==> config.mk <==
export PLATFORM = sky130hd
export DESIGN_NAME = bfx_unit
export DESIGN_NICKNAME = d
export VERILOG_FILES = /design/src/rtl/bfx_pkg.sv /design/src/rtl/bfx_rst_sync.sv /design/src/rtl/bfx_ctrl_decode.sv /design/src/rtl/bfx_shifter.sv /design/src/rtl/bfx_unit.sv
export SDC_FILE = /design/constraint.sdc
export NUM_CORES = 1
export LEC_CHECK = 0
export ABC_CLOCK_PERIOD_IN_PS = 1300
export BUFFER_PORTS_ARGS = -buffer_cell sky130_fd_sc_hd__buf_2
export CORE_MARGIN = 2
export CORE_UTILIZATION = 55
export CTS_BUF_LIST = sky130_fd_sc_hd__clkbuf_4 sky130_fd_sc_hd__clkbuf_8
export CTS_CLUSTER_SIZE = 12
export DETAILED_ROUTE_END_ITERATION = 10
export GPL_TIMING_DRIVEN = 0
export PLACE_DENSITY = 0.78
export RECOVER_POWER = 50
export SLEW_MARGIN = 20
export SYNTH_ARGS = -nofsm -noshare
export SYNTH_HDL_FRONTEND = slang
export SYNTH_SLANG_ARGS = --single-unit
==> constraint.sdc <==
create_clock -name clk -period 1.3 [get_ports clk]
set_input_delay 0.26 -clock clk [delete_from_list [all_inputs] [get_ports clk]]
set_output_delay 0.26 -clock clk [all_outputs]
set_load 0.01 [all_outputs]
==> src/rtl/bfx_pkg.sv <==
package bfx_pkg;
  localparam int WORD_W  = 32;
  localparam int OFS_W   = 3;
  localparam int LEN_W   = 8;
  localparam int OFS_LSB = LEN_W;
  localparam int SH_W    = $clog2(WORD_W);
  localparam int MAX_LEN = WORD_W - (2 ** OFS_W) + 1;

  typedef enum logic [1:0] {
    LEN_ZERO = 2'd0,
    LEN_OK   = 2'd1,
    LEN_BAD  = 2'd2
  } len_class_e;
endpackage

==> src/rtl/bfx_rst_sync.sv <==
module bfx_rst_sync #(
  parameter int STAGES = 2
) (
  input  logic clk,
  input  logic rst_n,
  output logic rst_sync_n
);
  logic [STAGES-1:0] chain_q;
  logic [STAGES-1:0] chain_d;

  always_comb begin
    chain_d = {chain_q[STAGES-2:0], 1'b1};
  end

  always_ff @(posedge clk or negedge rst_n) begin
    if (!rst_n) chain_q <= '0;
    else        chain_q <= chain_d;
  end

  assign rst_sync_n = chain_q[STAGES-1];
endmodule

==> src/rtl/bfx_ctrl_decode.sv <==
module bfx_ctrl_decode
  import bfx_pkg::*;
#(
  parameter int W    = WORD_W,
  parameter int OW   = OFS_W,
  parameter int LW   = LEN_W,
  parameter int SW   = SH_W,
  parameter int LMAX = MAX_LEN
) (
  input  logic [W-1:0]  ctrl,
  output logic [OW-1:0] ofs,
  output logic [LW-1:0] len,
  output len_class_e    cls,
  output logic [SW-1:0] shamt
);
  localparam int OLSB = LW;
  localparam int TW   = LW + 1;

  logic [TW-1:0] tail;
  logic          unused_hi;

  assign unused_hi = ^ctrl[W-1:OLSB+OW];

  always_comb begin
    ofs  = ctrl[OLSB +: OW];
    len  = ctrl[LW-1:0];
    tail = TW'(W) - TW'(ofs) - TW'(len);
    if (len == '0)                  cls = LEN_ZERO;
    else if (len > LW'(LMAX))       cls = LEN_BAD;
    else                            cls = LEN_OK;
    shamt = (cls == LEN_OK) ? tail[SW-1:0] : '0;
  end

  // a legal request never needs a shift of a full word or more
  always_comb begin
    if (cls == LEN_OK) begin
      a_tail_fits_r2 : assert (tail < TW'(W));
    end
  end
endmodule

==> src/rtl/bfx_shifter.sv <==
module bfx_shifter
  import bfx_pkg::*;
#(
  parameter int W  = WORD_W,
  parameter int OW = OFS_W,
  parameter int SW = SH_W
) (
  input  logic [W-1:0]  word,
  input  logic [OW-1:0] ofs,
  input  logic [SW-1:0] shamt,
  output logic [W-1:0]  field
);
  logic [W-1:0] keep_mask;
  logic [W-1:0] stage [SW+1];

  assign keep_mask = {W{1'b1}} >> ofs;
  assign stage[0]  = word & keep_mask;

  genvar gi;
  generate
    for (gi = 0; gi < SW; gi++) begin : g_barrel
      localparam int STEP = 1 << gi;
      assign stage[gi+1] = shamt[gi] ? (stage[gi] >> STEP) : stage[gi];
    end
  endgenerate

  assign field = stage[SW];
endmodule

==> src/rtl/bfx_unit.sv <==
module bfx_unit
  import bfx_pkg::*;
#(
  parameter int W    = WORD_W,
  parameter int OW   = OFS_W,
  parameter int LW   = LEN_W,
  parameter int LMAX = MAX_LEN
) (
  input  logic         clk,
  input  logic         rst_n,
  input  logic         issue_i,
  input  logic [W-1:0] stream_i,
  input  logic [W-1:0] ctrl_i,
  output logic [W-1:0] field_o,
  output logic         err_o
);
  localparam int SW = $clog2(W);

  logic          rst_sync_n;
  logic [OW-1:0] ofs;
  logic [LW-1:0] len;
  len_class_e    cls;
  logic [SW-1:0] shamt;
  logic [W-1:0]  shifted;

  logic [W-1:0]  field_q, field_d;
  logic          err_q, err_d;
  logic          load_en;

  bfx_rst_sync #(.STAGES(2)) u_rst (
    .clk        (clk),
    .rst_n      (rst_n),
    .rst_sync_n (rst_sync_n)
  );

  bfx_ctrl_decode #(.W(W), .OW(OW), .LW(LW), .SW(SW), .LMAX(LMAX)) u_dec (
    .ctrl  (ctrl_i),
    .ofs   (ofs),
    .len   (len),
    .cls   (cls),
    .shamt (shamt)
  );

  bfx_shifter #(.W(W), .OW(OW), .SW(SW)) u_sh (
    .word  (stream_i),
    .ofs   (ofs),
    .shamt (shamt),
    .field (shifted)
  );

  assign load_en = issue_i;

  always_comb begin
    field_d = field_q;
    err_d   = err_q;
    if (load_en) begin
      unique case (cls)
        LEN_OK:  begin field_d = shifted; err_d = 1'b0; end
        LEN_BAD: begin field_d = '0;      err_d = 1'b1; end
        default: begin field_d = '0;      err_d = 1'b0; end
      endcase
    end
  end

  always_ff @(posedge clk or negedge rst_sync_n) begin
    if (!rst_sync_n) begin
      field_q <= '0;
      err_q   <= 1'b0;
    end else if (load_en) begin
      field_q <= field_d;
      err_q   <= err_d;
    end
  end

  assign field_o = field_q;
  assign err_o   = err_q;

  p_hold_r8 : assert property (@(posedge clk) disable iff (!rst_sync_n)
    !issue_i |=> ($stable(field_o) && $stable(err_o)));

  p_err_zero_r5 : assert property (@(posedge clk) disable iff (!rst_sync_n)
    err_o |-> (field_o == '0));

  p_err_set_r5 : assert property (@(posedge clk) disable iff (!rst_sync_n)
    (issue_i && (ctrl_i[LW-1:0] > LW'(LMAX))) |=> err_o);

  p_zero_len_r4 : assert property (@(posedge clk) disable iff (!rst_sync_n)
    (issue_i && (ctrl_i[LW-1:0] == '0)) |=> ((field_o == '0) && !err_o));

  p_width_r2 : assert property (@(posedge clk) disable iff (!rst_sync_n)
    (issue_i && (ctrl_i[LW-1:0] != '0) && (ctrl_i[LW-1:0] <= LW'(LMAX)))
      |=> (((field_o >> $past(ctrl_i[LW-1:0])) == '0) && !err_o));
endmodule

==> results.md, run 1 <==
* Synth cell types at 81
* I/O Pins at 100
* FFs w/ async S/R, synth at 1.000
* Yosys warns at 0
* Synthesized Nets at 560
* Yosys top cell by area: dfrtp_1
* Log Error: [ERROR GRT-0232] Routing congestion too high. Check the congestion heatmap in the GUI.
* Top-count cell post-synth: nand2_1
* Worst slack at placement at -1.969 ns
* Area fraction of the dominant cell type after synthesis at 0.2164
* Port bufs at 78
* Clock sink total at 35
* Post-Synthesis Cells at 484
* Total CTS buffers at 5
* Longest Clk Path Bufs at 2
* # rows at 31
* Starting Density at 0.5641
* Ys flop type: dfrtp_1
* Post-synthesis cell area at 4048 um^2
* Largest net degree at the start of global routing at 34
* H-Tree Depth at 2
* GRT Total Usage at 0.7648
* Chip Height at 89.79 um
* Post-DP HPWL at 12.28 mm
* Die W at 89.79 um
* Dpl cell area at 4950 um^2
* Worst setup endpoint GRT: field_o[9]$_DFFE_PN0P_/D
* Stage reached: global routing
* Status: did not finish
* GR Overflow Total at 4
* Root Buffer: clkbuf_8
* Placed Instances at 661
* Top post-synthesis cells by count: 45 x nand2_1, 35 x dfrtp_1, 32 x nor2_1
* Synth top area cells: dfrtp_1 22%, mux2i_1 4.2%, nand2_1 4.2%
* Worst ep type: register input
* Synth Area per Inst at 8.363 um^2
* Share of the yosys chip area belonging to registers at 0.2164
* EDFF count, synth at 0
* Placer Congestion at 1.045
* FF+latch count, synth at 35
[cells by family after synthesis]
group,share of synthesized area
xor gates and xnor gates,0.01515
adders and majority gates,0.02968
other,0.0009265
AOI/OAI and AO/OA,0.3499
buffers and inverters,0.07975
DFF,0.2164
and+or+nand+nor,0.1966
muxes,0.1116
[per-layer routing]
metal,overflow,global-route usage
met1,0,0.7943
met2,2,0.8946
met3,0,0.6186
met4,2,0.7372
met5,0,0.3526
[per-stage QoR]
step / hold slack (ns) / util
2_1_floorplan: -0.03559 / -
3_3_place_gp: 0.04401 / 0.6896
3_5_place_dp: 0.04634 / 0.6898
4_1_cts: 0.2744 / 0.8624
[what timing repair did]
item	in CTS
endpoints found under the setup margin	33
hold buffers	1
gates cloned	3
buffers inserted	58
endpoints found under the hold margin	2
gates resized for setup	118
pin swaps	55
==> inputs of run 2 (changes only) <==
--- a/config.mk
+++ b/config.mk
@@ -8,12 +8,10 @@
 export ABC_CLOCK_PERIOD_IN_PS = 1300
 export BUFFER_PORTS_ARGS = -buffer_cell sky130_fd_sc_hd__buf_2
 export CORE_MARGIN = 2
-export CORE_UTILIZATION = 55
-export CTS_BUF_LIST = sky130_fd_sc_hd__clkbuf_4 sky130_fd_sc_hd__clkbuf_8
-export CTS_CLUSTER_SIZE = 12
+export CORE_UTILIZATION = 40
 export DETAILED_ROUTE_END_ITERATION = 10
 export GPL_TIMING_DRIVEN = 0
-export PLACE_DENSITY = 0.78
+export PLACE_DENSITY_LB_ADDON = 0.15
 export RECOVER_POWER = 50
 export SLEW_MARGIN = 20
 export SYNTH_ARGS = -nofsm -noshare
==> run 2 against run 1 <==
The flow now finishes, with violations (negative setup slack); synthesized cell count stayed put; area after synthesis stayed put.
==> results.md, run 2 <==
* Status: finished, violations left
* Violated checks: negative setup slack
* GRT Total Usage at 0.3442
* FFs w/ async S/R, synth at 1.000 (unchanged)
* Synth Area per Inst at 8.363 um^2 (unchanged)
* Max Freq at 0.3893 GHz
* Most frequent cells in the layout: 77 x buf_2, 41 x nand2_1, 35 x buf_4
* Switching share of power at 0.4268
* TritonCTS clock tree: done
* First drt pass iteration count at 6
* Share of the yosys chip area belonging to registers at 0.2164 (unchanged)
* Vias per cell at 6.856
* Largest net degree at the start of global routing at 34
* H-Tree Depth at 2 (unchanged)
* Ys flop type: dfrtp_1
* Post-synthesis cell area at 4048 um^2 (unchanged)
* Yosys top cell by area: dfrtp_1
* Placer Congestion at 0.9344 (-11%)
* Fin worst setup slack at -1.268 ns
* Fin Clk Skew at 0.004439 ns
* Die W at 104.6 um (+16%)
* Worst slack at placement at -2.047 ns (-0.07803 ns)
* CP Launch Type: input port
* Worst-Margin Slew at 1.188 ns
* CP cell instances: buf_12 -> inv_12 -> ha_4 -> fa_2 -> buf_8 -> buf_6 -> clkbuf_4 -> nand4_1 -> and3_1 -> a311oi_1 -> o211ai_1 -> o221ai_2
* Area fraction of the dominant cell type after synthesis at 0.2164 (unchanged)
* DR iter-0 viols at 555
* I/O Pins at 100 (unchanged)
* Worst slew margin at 0.2006
* Reg power frac at 0.227
* Clock sink total at 35 (unchanged)
* Worst stage delay on the critical path at 0.54 ns
* Via Count at 5183
* Internal power at 2.964 mW
* First-pass GRT wire length at 29.06 mm
* Nets at 698
* Die area at 10940 um^2
* FF+latch count, synth at 35 (unchanged)
* Max-cap viol count at 0
* Finished Layout Cells at 756
* Crit Path Max Fanout at 10
* Root Buffer: clkbuf_8
* CP Capture Type: flop
* EDFF count, synth at 0 (unchanged)
* Final Max Tran Viols at 0
* Chip Height at 104.6 um (+16%)
* Worst vdd ir at 580.8 uV
* Buf+Inv Stages, Crit Path at 5
* Pwr dens at 813.8 nW/um^2
* RSZ-0062 raised after global routing: true
* Synth top area cells: dfrtp_1 22%, mux2i_1 4.2%, nand2_1 4.2%
* Synthesized Nets at 560 (unchanged)
* LEAKAGE at 2.610 nW
* Synthesis-to-finish area growth at 56.97%
* N_diodes at 0
* Placed Instances at 695 (+5.1%)
* # rows at 36 (+16%)
* Post-DRT Antenna Nets at 0
* Tmin final at 2.568 ns
* GR Overflow Total at 0
* Tightest Hold Check Type: input port to asynchronous set/reset pin
* Comb pwr share at 0.608
* CP required at 1.52 ns
* Post-Synthesis Cells at 484 (unchanged)
* Residual DRC count at 0
* Worst-path clk slew at 0.08 ns
* Synth cell types at 81 (unchanged)
* Slowest-stage cell, CP: fa_2
* Routed WL per cell at 25.45 um
* Top post-synthesis cells by count: 45 x nand2_1, 35 x dfrtp_1, 32 x nor2_1
* Drt total wl at 19.24 mm
* Port bufs at 78 (unchanged)
* Starting Density at 0.4122 (-0.1519)
* Hold Vio Cnt, Final at 0
* CP arrival at 2.79 ns
* Max reg flops at 32
* Post-DP HPWL at 13.46 mm (+9.6%)
* Crit share post-route at 1.976
* Crit path kind: input port to flop
* Longest Clk Path Bufs at 2 (unchanged)
* Crit-path leading delay family: adder cells
* Vias in the first global route at 4901
* Initial antenna violation count at 0
* Top-count cell post-synth: nand2_1
* Total CTS buffers at 5 (unchanged)
* Setup violators final at 32
* Psw at 2.207 mW
* Fraction of layout instances using a drive strength above 1 at 0.5217
* CORE AREA at 9819 um^2
* Clock Power Share at 0.165
* Yosys warns at 0 (unchanged)
* Commonest non-fill, non-tap cell in the layout: buf_2
* Clock latency at the later pin of the worst-skew pair at 0.30 ns
run 2: cell counts after synthesis:
No cell type changed its count.
run 2: power groups by stage:
stage | Combinational (mW) | Clock, mW | Sequential, mW
floorplan | 1.47 | 0 | 1.20
detailed placement | 2.16 | 0 | 1.19
CTS | 2.69 | 0.850 | 1.17
global route | 3.26 | 0.897 | 1.18
finish | 3.15 | 0.854 | 1.17
global placement | 2.17 | 0 | 1.19
run 2: final timing paths:
| kind | endpoint | depth (start not counted) | slack [ns] | startpoint |
|---|---|---|---|---|
| max | field_o[4]$_DFFE_PN0P_ | 12 | -1.27 | ctrl_i[8] |
| min | u_rst.chain_q[0]$_DFF_PN0_ | 2 | 0.27 | rst_n |
| max reg2reg | field_o[13]$_DFFE_PN0P_ | 3 | 0.32 | field_o[13]$_DFFE_PN0P_ |
| min reg2reg | field_o[28]$_DFFE_PN0P_ | 0 | 0.34 | u_rst.chain_q[1]$_DFF_PN0_ |
| max in group asynchronous | field_o[18]$_DFFE_PN0P_ | 0 | 0.49 | u_rst.chain_q[1]$_DFF_PN0_ |
| min in group clk | u_rst.chain_q[1]$_DFF_PN0_ | 0 | 0.36 | u_rst.chain_q[0]$_DFF_PN0_ |
run 2: logic make-up after synthesis:
family          count (synthesis)  synth area share
compound gates                184            0.3499
simple gates                  149            0.1966
buf+inv                        64           0.07975
mux                            35            0.1116
flops                          35            0.2164
fa+ha+maj                       9           0.02968
xor+xnor                        7           0.01515
other cells                     1         0.0009265
run 2: stage by stage:
step	cell area [um^2]	setup TNS [ns]	hold WS, ns	power (mW)	util
floorplan	4434	-31.88	-0.03559	2.668	-
global placement	4991	-60.03	0.04430	3.357	0.5083
detailed placement	4992	-56.25	0.04756	3.351	0.5084
CTS	5922	-35.42	0.2738	4.717	0.6031
global route	6354	-37.45	0.2916	5.340	0.6470
finish	6354	-35.77	0.2687	5.171	0.6470
run 2: area by class of cell:
class | instances | area, um^2
repair buffers | 132 | 975.9
fillers | 840 | 3466
clock buffers | 7 | 86.33
well taps | 133 | 166.4
inverters | 21 | 106.4
flip-flops and latches | 35 | 877.1
multi-input cells | 385 | 3720
plain buffers | 42 | 416.7
clock inverters | 1 | 5.005
run 2: worst reg2reg max path, cell delays in order (launching register included):
cell and delay, ns:
dfrtp_1 0.38, nor2b_1 0.14, a211oi_1 0.30, a21oi_2 0.05
run 2: routing by layer:
metal  part of all wire  up-vias  global-route usage
li1                   -     2162                   -
met4              0.044        0              0.1276
met3               0.11       89             0.07985
met5                  0        -                   0
met2               0.45      383              0.5364
met1               0.40     2549              0.4655
run 2: timing repair:
item | 4_1_cts | 5_1_grt
endpoints found under the setup margin | 33 | 33
gates cloned | 2 | 0
pin swaps | 36 | 40
hold buffers | 1 | 0
setup buffers | 36 | 17
resized for setup | 95 | 65
endpoints found under the hold margin | 2 | 0
Note: power is estimated with default switching activity, not from simulation.
